$ cat config.mk
export PLATFORM = sky130hd
export DESIGN_NAME = fmtmr_timers
export DESIGN_NICKNAME = d
export VERILOG_FILES = /design/src/rtl/fmtmr_pkg.sv /design/src/rtl/fmtmr_rst_sync.sv /design/src/rtl/fmtmr_prescale.sv /design/src/rtl/fmtmr_down.sv /design/src/rtl/fmtmr_timers.sv
export SDC_FILE = /design/constraint.sdc
export NUM_CORES = 1
export LEC_CHECK = 0
export BUFFER_PORTS_ARGS = -buffer_cell sky130_fd_sc_hd__clkbuf_2
export CAP_MARGIN = 25
export CORE_MARGIN = 2
export CORE_UTILIZATION = 60
export DETAILED_ROUTE_END_ITERATION = 7
export PLACE_DENSITY_LB_ADDON = 0.25
export SLEW_MARGIN = 20
export SYNTH_ARGS = -nofsm -noshare
export SYNTH_HDL_FRONTEND = slang
export SYNTH_SLANG_ARGS = --single-unit
$ cat constraint.sdc
create_clock -name clk -period 2.29 [get_ports clk]
set_input_delay 0.458 -clock clk [delete_from_list [all_inputs] [get_ports clk]]
set_output_delay 0.458 -clock clk [all_outputs]
set_load 0.03 [all_outputs]
$ cat src/rtl/fmtmr_pkg.sv
package fmtmr_pkg;
  localparam int NUM_TMR  = 2;
  localparam int FAST_W   = 10;
  localparam int SLOW_W   = 8;
  localparam int RLD_W    = FAST_W;

  // control byte bit positions (per timer g: base + g)
  localparam int CB_RUN   = 0;
  localparam int CB_ALLOW = 2;
  localparam int CB_CLR   = 4;

  typedef enum logic [1:0] {
    SEL_FAST_HI = 2'd0,
    SEL_FAST_LO = 2'd1,
    SEL_SLOW    = 2'd2,
    SEL_CTRL    = 2'd3
  } reg_sel_e;
endpackage

$ cat src/rtl/fmtmr_rst_sync.sv
module fmtmr_rst_sync (
  input  logic clk,
  input  logic rst_n_in,
  output logic rst_n_out
);
  logic meta_q;
  logic hold_q;

  always_ff @(posedge clk or negedge rst_n_in) begin
    if (!rst_n_in) begin
      meta_q <= 1'b0;
      hold_q <= 1'b0;
    end else begin
      meta_q <= 1'b1;
      hold_q <= meta_q;
    end
  end

  assign rst_n_out = hold_q;
endmodule

$ cat src/rtl/fmtmr_prescale.sv
module fmtmr_prescale #(
  parameter int TICK_DIV   = 144,
  parameter int SLOW_RATIO = 16
) (
  input  logic clk,
  input  logic rst_n,
  output logic tick_fast,
  output logic tick_slow
);
  localparam int PW = (TICK_DIV   > 1) ? $clog2(TICK_DIV)   : 1;
  localparam int SW = (SLOW_RATIO > 1) ? $clog2(SLOW_RATIO) : 1;
  localparam logic [PW-1:0] PRE_LAST  = PW'(TICK_DIV - 1);
  localparam logic [SW-1:0] SLOW_LAST = SW'(SLOW_RATIO - 1);

  logic [PW-1:0] pre_q, pre_d;
  logic [SW-1:0] sdiv_q, sdiv_d;
  logic          sdiv_en;

  always_comb begin
    tick_fast = (pre_q == PRE_LAST);
    tick_slow = tick_fast && (sdiv_q == SLOW_LAST);
    pre_d     = tick_fast ? '0 : pre_q + 1'b1;
    sdiv_en   = tick_fast;
    sdiv_d    = (sdiv_q == SLOW_LAST) ? '0 : sdiv_q + 1'b1;
  end

  always_ff @(posedge clk or negedge rst_n) begin
    if (!rst_n) pre_q <= '0;
    else        pre_q <= pre_d;
  end

  always_ff @(posedge clk or negedge rst_n) begin
    if (!rst_n)       sdiv_q <= '0;
    else if (sdiv_en) sdiv_q <= sdiv_d;
  end


  slow_needs_fast_chk: assert property (@(posedge clk) disable iff (!rst_n)
    tick_slow |-> tick_fast);


  pre_range_chk: assert property (@(posedge clk) disable iff (!rst_n)
    pre_q <= PRE_LAST);


  slow_div_hold_chk: assert property (@(posedge clk) disable iff (!rst_n)
    !tick_fast |=> $stable(sdiv_q));
endmodule

$ cat src/rtl/fmtmr_down.sv
module fmtmr_down #(
  parameter int W = 10
) (
  input  logic         clk,
  input  logic         rst_n,
  input  logic         tick,
  input  logic         run,
  input  logic         start,
  input  logic [W-1:0] reload,
  output logic         expire
);
  logic [W-1:0] cnt_q, cnt_d;
  logic         cnt_en;

  always_comb begin
    cnt_d  = cnt_q;
    cnt_en = 1'b0;
    expire = 1'b0;
    if (start) begin
      cnt_en = 1'b1;
      cnt_d  = reload;
    end else if (run && tick) begin
      cnt_en = 1'b1;
      if (cnt_q == '0) begin
        expire = 1'b1;
        cnt_d  = reload;
      end else begin
        cnt_d  = cnt_q - 1'b1;
      end
    end
  end

  always_ff @(posedge clk or negedge rst_n) begin
    if (!rst_n)      cnt_q <= '0;
    else if (cnt_en) cnt_q <= cnt_d;
  end


  stopped_hold_chk: assert property (@(posedge clk) disable iff (!rst_n)
    (!run && !start) |=> $stable(cnt_q));


  expire_gate_chk: assert property (@(posedge clk) disable iff (!rst_n)
    expire |-> (run && tick && !start));


  start_load_chk: assert property (@(posedge clk) disable iff (!rst_n)
    start |=> (cnt_q == $past(reload)));
endmodule

$ cat src/rtl/fmtmr_timers.sv
module fmtmr_timers
  import fmtmr_pkg::*;
#(
  parameter int TICK_DIV   = 144,
  parameter int SLOW_RATIO = 16
) (
  input  logic       clk,
  input  logic       rst_n,
  input  logic       wr_en,
  input  logic [1:0] wr_addr,
  input  logic [7:0] wr_data,
  output logic [1:0] flags
);
  localparam int CTL_KEEP = CB_CLR;

  logic                rst_n_s;
  logic [7:0]          fast_hi_q;
  logic [1:0]          fast_lo_q;
  logic [SLOW_W-1:0]   slow_q;
  logic [CTL_KEEP-1:0] ctl_q;
  logic                wr_fhi, wr_flo, wr_slow, wr_ctl;
  logic                tick_fast, tick_slow;
  logic [NUM_TMR-1:0]  tick_v, run_v, allow_v, start_v, clr_v, exp_v;
  logic [NUM_TMR-1:0]  flag_q, flag_d;
  logic [RLD_W-1:0]    reload_v [NUM_TMR];

  fmtmr_rst_sync u_rst (
    .clk       (clk),
    .rst_n_in  (rst_n),
    .rst_n_out (rst_n_s)
  );

  fmtmr_prescale #(.TICK_DIV(TICK_DIV), .SLOW_RATIO(SLOW_RATIO)) u_pre (
    .clk       (clk),
    .rst_n     (rst_n_s),
    .tick_fast (tick_fast),
    .tick_slow (tick_slow)
  );

  always_comb begin
    wr_fhi  = 1'b0;
    wr_flo  = 1'b0;
    wr_slow = 1'b0;
    wr_ctl  = 1'b0;
    if (wr_en) begin
      case (reg_sel_e'(wr_addr))
        SEL_FAST_HI: wr_fhi  = 1'b1;
        SEL_FAST_LO: wr_flo  = 1'b1;
        SEL_SLOW:    wr_slow = 1'b1;
        default:     wr_ctl  = 1'b1;
      endcase
    end
  end

  always_ff @(posedge clk or negedge rst_n_s) begin
    if (!rst_n_s)    fast_hi_q <= '0;
    else if (wr_fhi) fast_hi_q <= wr_data;
  end

  always_ff @(posedge clk or negedge rst_n_s) begin
    if (!rst_n_s)    fast_lo_q <= '0;
    else if (wr_flo) fast_lo_q <= wr_data[1:0];
  end

  always_ff @(posedge clk or negedge rst_n_s) begin
    if (!rst_n_s)     slow_q <= '0;
    else if (wr_slow) slow_q <= wr_data[SLOW_W-1:0];
  end

  always_ff @(posedge clk or negedge rst_n_s) begin
    if (!rst_n_s)    ctl_q <= '0;
    else if (wr_ctl) ctl_q <= wr_data[CTL_KEEP-1:0];
  end

  assign tick_v      = {tick_slow, tick_fast};
  assign reload_v[0] = {fast_hi_q, fast_lo_q};
  assign reload_v[1] = RLD_W'(slow_q);

  for (genvar g = 0; g < NUM_TMR; g++) begin : g_tmr
    localparam int W = (g == 0) ? FAST_W : SLOW_W;

    assign run_v[g]   = ctl_q[CB_RUN + g];
    assign allow_v[g] = ctl_q[CB_ALLOW + g];
    assign start_v[g] = wr_ctl && wr_data[CB_RUN + g] && !ctl_q[CB_RUN + g];
    assign clr_v[g]   = wr_ctl && wr_data[CB_CLR + g];

    fmtmr_down #(.W(W)) u_cnt (
      .clk    (clk),
      .rst_n  (rst_n_s),
      .tick   (tick_v[g]),
      .run    (run_v[g]),
      .start  (start_v[g]),
      .reload (reload_v[g][W-1:0]),
      .expire (exp_v[g])
    );

    always_comb begin
      flag_d[g] = flag_q[g];
      if (clr_v[g])                flag_d[g] = 1'b0;
      if (exp_v[g] && allow_v[g])  flag_d[g] = 1'b1;
    end

    always_ff @(posedge clk or negedge rst_n_s) begin
      if (!rst_n_s) flag_q[g] <= 1'b0;
      else          flag_q[g] <= flag_d[g];
    end


    flag_rise_cause_chk: assert property (@(posedge clk) disable iff (!rst_n_s)
      $rose(flag_q[g]) |-> $past(exp_v[g] && allow_v[g]));


    flag_fall_cause_chk: assert property (@(posedge clk) disable iff (!rst_n_s)
      $fell(flag_q[g]) |-> $past(clr_v[g]));


    set_over_clear_chk: assert property (@(posedge clk) disable iff (!rst_n_s)
      (exp_v[g] && allow_v[g] && clr_v[g]) |=> flag_q[g]);


    sticky_chk: assert property (@(posedge clk) disable iff (!rst_n_s)
      (flag_q[g] && !clr_v[g]) |=> flag_q[g]);
  end

  assign flags = flag_q;
endmodule

# Word-level counts from Yosys, hierarchy flattened
# Index checks and enable logic that the tools add are counted.
[classes]
mux = 30
reduce_logical = 23
n_mul = 0
div = 0
shifts = 0
order_cmp = 0
addsub = 4
n_eq_ne = 4
bitwise = 0
[ops]
columns = ["operator", "n"]
rows = [
  ["$mux W8", 4],
  ["$mux W10", 3],
  ["$mux W1", 22],
  ["$logic_and A1 B1 Y1", 11],
  ["$logic_not A10 Y1", 1],
  ["$sub A10 B1 Y10 const B", 1],
  ["$add A8 B1 Y8 const B", 1],
  ["$eq A8 B8 Y1 const B", 1],
  ["$logic_not A8 Y1", 1],
  ["$reduce_bool A2 Y1", 4],
  ["$sub A8 B1 Y8 const B", 1],
  ["$add A4 B1 Y4 const B", 1],
  ["$eq A4 B4 Y1 const B", 1],
  ["$mux W4", 1],
  ["$reduce_and A2 Y1", 2],
  ["$reduce_or A3 Y1", 1],
  ["$eq A2 B1 Y1 const B", 1],
  ["$eq A2 B2 Y1 const B", 1],
  ["$logic_not A1 Y1", 2],
  ["$logic_not A2 Y1", 1],
]
[word_totals]
out_inout_bits = 2
n_memories = 0
reg_bits = 56
mem_bits_rw = 0
rom_bits = 0
in_bits = 13
word_cells = 73
latch_bits = 0

# Depth between registers and ports, before layout
[depth]
depth_word = 9
depth_mapped = 9

# Modules after synthesis
# A second synthesis with hierarchy kept.
[unflattened]
hier_cells = 254
area_unflattened_um2 = 2851.5
[modules_own_cells]
columns = ["mod", "area_each_um2", "seq_area_each_um2", "instances", "cells_each"]
rows = [
  ["fmtmr_timers", 935.9, 600.6, 1, 56],
  ["fmtmr_down at g_tmr[0].u_cnt", 694.4, 250.2, 1, 76],
  ["fmtmr_prescale", 584.3, 300.3, 1, 51],
  ["fmtmr_down at g_tmr[1].u_cnt", 583.1, 200.2, 1, 68],
  ["fmtmr_rst_sync", 53.8, 50.0, 1, 3],
]

# Worst setup path after synthesis
# OpenSTA, ideal clock, no wires.
[synth_timing]
kind = "reg-to-reg"
startpoint = "reg u_pre.pre_q[0]"
endpoint = "reg g_tmr[1].u_cnt.cnt_q[0]"
setup_time_ns = 0.124
required_ns = 2.166
synth_period_minus_slack_ns = 1.827
path_slack_ns = 0.463
arrival_ns = 1.703
stages_incl_launch_ff = 9
n_path_buf = 2
cell_sequence = "dfrtp_1 ha_1 and3_1 clkbuf_2 and2_4 buf_8 a31oi_4 nor3_1 a211o_1"
[synth_via]
elab_chain_cells = 6
word_cells_on_any_way = 7
cone_classes = "1 x eq/ne; 2 x mux; 4 x reduce/logical"
[synth_rtl]
columns = ["element", "line_no", "source"]
rows = [
  ["from (decl)", "fmtmr_prescale.sv:15", "logic [PW-1:0] pre_q, pre_d;"],
  ["from (signal assigned)", "fmtmr_prescale.sv:29", "else pre_q <= pre_d;"],
  ["$eq A8 B8 Y1 *", "fmtmr_prescale.sv:20", "tick_fast = (pre_q == PRE_LAST);"],
  ["$logic_and A1 B1 Y1 *", "fmtmr_prescale.sv:21", "tick_slow = tick_fast && (sdiv_q == SLOW_LAST);"],
  ["$logic_and A1 B1 Y1 *", "fmtmr_down.sv:22", "end else if (run && tick) begin"],
  ["$mux W1", "fmtmr_down.sv:22", ""],
  ["$mux W1", "fmtmr_down.sv:19", "if (start) begin"],
  ["$reduce_and A2 Y1 (no source line) *", "-", ""],
  ["to (signal assigned)", "fmtmr_down.sv:35", "else if (cnt_en) cnt_q <= cnt_d;"],
  ["to (decl)", "fmtmr_down.sv:12", "logic [W-1:0] cnt_q, cnt_d;"],
]
# Every way passes the cells marked *; elsewhere a longest branch is shown, timed or not.
# A chain may end at the register's enable or synchronous reset.

# Worst setup path in the final report
# Ends and elaborated chain as after synthesis.

==> run metrics <==
DRT iter0 DRCs=150; Worst-Skew Late Latency=0.31 ns; die height=71.4 µm; most frequent cells in the layout=55 x dfrtp_1, 30 x nand2_1, 27 x nor2_1; Final setup viols=0; grt total ovfl=0; HP Class=register to async pin; initial antenna violation count=0; hpwl dp=3820 µm; most used routing layer=met2; Yosys Warn Count=0; GR Util All Layers=22.4%; Via-to-Cell Ratio=5.91; Core ar.=4350 µm²; post-layout power=2.68 mW; drt wl/cell=15.3 µm; Avg Cell Area, Syn=10.4 µm²; Critical R2R Launch=u_pre.pre_q[0]$_DFF_PN0_; CTS Sinks=56; Inst Count DP=326; Net Count, Synth=279; Worst Hold Margin=0.284 ns; final hold vios=0; CTS tree=yes; Cell Int Power=1.89 mW; routed via count=1981; CTS max path bufs=2; met1 Use GR=30.8%; aggregate routed wire length=5120 µm; largest net degree at the start of global routing=30; sequential share of the synthesized area=51.4%; Die Area=5090 µm²; Main synth FF type=dfrtp_1; outcome=finished clean; Rel. slew slack=55.2%; # DRC=0; CTS Buf Count=5; Crit Path Category=register to register; final cell count without fillers=335; Gate power share=21.8%; fmax=513 MHz; critical path endpoint category=register; Max stage delay on crit path=0.40 ns; Detail Route Antenna Nets=0; setup TNS=0 ns; met2 Track Usage GR=36.5%; share of total power in the clock network=27.5%; critical path launch point type=register; leakage power=1.29 nW; Synth Cell Area=2720 µm²; reg-to-reg setup timing slack=0.34 ns; DIE WIDTH=71.4 µm; Net Sw Frac=29.5%; Power Dens Cells=895 nW/µm²; first-pass GRT wire length=8980 µm; P_sw=0.792 mW; final core occ=68.8%; gpl congestion=0.821; FF+latch count, synth=56; layout cells sized above 1=19.8%; worst-path maximum fanout=17; reg2reg end=g_tmr[1].u_cnt.cnt_q[0]$_DFFE_PN0P_; Tightest Pin Transition=0.667 ns; Final period util=85.1%; met3 Use GR=4.50%; Final Max Slew Viols=0; Post-synth ARST share=100%; Worst path slowest cell=dfrtp_1; commonest non-fill, non-tap cell in the layout=dfrtp_1; CTS H-Tree Depth=2; Worst EP arrival=2.15 ns; Crit path required time=2.49 ns; Post-synth EDFFs=0; Synth Instances=261; Final Net Count=300; worst-path cell chain=ha_1 > and3_1 > and2_4 > a31oi_4 > nor3_1 > a211o_1; R2R cell count=6; drt pass-1 iters=4; CP bufs+invs=0; IO buf count=14; Starting Density=62.6%; IO Pins=15; synth unique cells=46; MaxCap Viol Count=0; Worst-path clk slew=0.09 ns; Flop pwr share=50.6%; VDD IR-drop max=0.000385 V; clock root buffer=clkbuf_8; clk_skew=0.0122 ns; Levels on crit path=6; Worst path top cell family by delay=compound AO/OA/AOI/OAI gates; RSZ-0062 raised after global routing=no; Final min period=1.95 ns; Area Growth Syn to Fin=10.0%; Ant. Diodes=0; vias in the first global route=1977; FP Rows=24
## cell families after synthesis
kind of cell,after synthesis,share of synthesized area [%]
simple gates,106,20.1
flops,56,51.4
compound gates,53,12.8
mux,20,8.27
buf+inv,13,2.71
xor+xnor,7,2.25
fa+ha+maj,5,2.30
other cells,1,0.138
## worst reg2reg max path, stage by stage (launching register included)
cell	delay (ns)
dfrtp_1	0.40
ha_1	0.22
and3_1	0.25
and2_4	0.21
a31oi_4	0.40
nor3_1	0.10
a211o_1	0.27
## power by group through the flow
stage                     sequential (mW)  clock (mW)  combinational (mW)
after global placement               1.37           0               0.558
after detailed placement             1.38           0               0.584
final                                1.36       0.738               0.585
after global routing                 1.39       0.794               0.675
after floorplan                      1.33           0               0.455
after CTS                            1.36       0.759               0.589
## stage by stage
stage	worst slack, ns	instance area, µm²
after global routing	0.203	3000
final	0.340	3000
after global placement	0.391	2850
after floorplan	0.463	2720
after CTS	0.334	3000
after detailed placement	0.338	2850
## flip-flops by register name, summed over array words and instances, names as in the netlist
| name | flops |
|---|---|
| g_tmr.u_cnt.cnt_q | 18 |
| u_rst.rst_n_out | 1 |
| fast_lo_q | 2 |
| ctl_q | 4 |
| flags | 2 |
| u_pre.pre_q | 8 |
| u_pre.sdiv_q | 4 |
| slow_q | 8 |
| fast_hi_q | 8 |
| u_rst.meta_q | 1 |
## cell usage after synthesis, types with 2 or more instances
library cell	instances	area, µm²
xnor2_1	5	43.8
nand2b_1	2	12.5
nor2_1	27	101
a311oi_1	2	17.5
a211oi_1	3	22.5
and3_1	5	31.3
xor2_1	2	17.5
o21ai_0	8	40.0
nand3b_1	2	15.0
nand3_1	13	65.1
nor3b_2	2	25.0
nor3_1	6	30.0
mux2_2	20	225
o21a_1	2	15.0
buf_2	4	20.0
nand4_1	4	25.0
nor4_1	5	31.3
o21ai_1	9	45.0
nand2_1	30	113
nor3b_1	3	22.5
ha_1	5	62.6
dfrtp_1	56	1400
a21oi_1	15	75.1
inv_1	6	22.5
o32ai_1	4	35.0
## final cells by class
class / count / area [µm²]
inverters: 6 / 22.5
flip-flops and latches: 56 / 1400
well taps: 52 / 65.1
fillers: 326 / 1360
repair buffers: 21 / 125
clock inverters: 2 / 60.1
multi-input cells: 192 / 1250
clock buffers: 6 / 72.6
## worst max path at each step
stage | from | endpoint | slack [ns]
3_5_place_dp | u_pre.pre_q[0]$_DFF_PN0_ | g_tmr[1].u_cnt.cnt_q[0]$_DFFE_PN0P_ | 0.34
6_report | u_pre.pre_q[0]$_DFF_PN0_ | g_tmr[1].u_cnt.cnt_q[0]$_DFFE_PN0P_ | 0.34
3_3_place_gp | u_pre.pre_q[0]$_DFF_PN0_ | g_tmr[1].u_cnt.cnt_q[0]$_DFFE_PN0P_ | 0.39
2_1_floorplan | u_pre.pre_q[0]$_DFF_PN0_ | g_tmr[1].u_cnt.cnt_q[0]$_DFFE_PN0P_ | 0.46
4_1_cts | u_pre.pre_q[0]$_DFF_PN0_ | g_tmr[1].u_cnt.cnt_q[0]$_DFFE_PN0P_ | 0.33
5_1_grt | u_pre.pre_q[0]$_DFF_PN0_ | g_tmr[1].u_cnt.cnt_q[0]$_DFFE_PN0P_ | 0.20
## routing by layer
metal  vias to the layer above  routed length (µm)
li1                        979                   -
met2                        32                2460
met5                         -                   0
met1                       964                2420
met4                         0                  61
met3                         6                 181
## repair_timing
item                      in CTS  in global routing
hold buffers                   1                  0
hold endpoints to repair       2                  0
gates resized for setup        0                  0
setup buffers                  0                  0
Note: power is estimated with default switching activity, not from simulation.
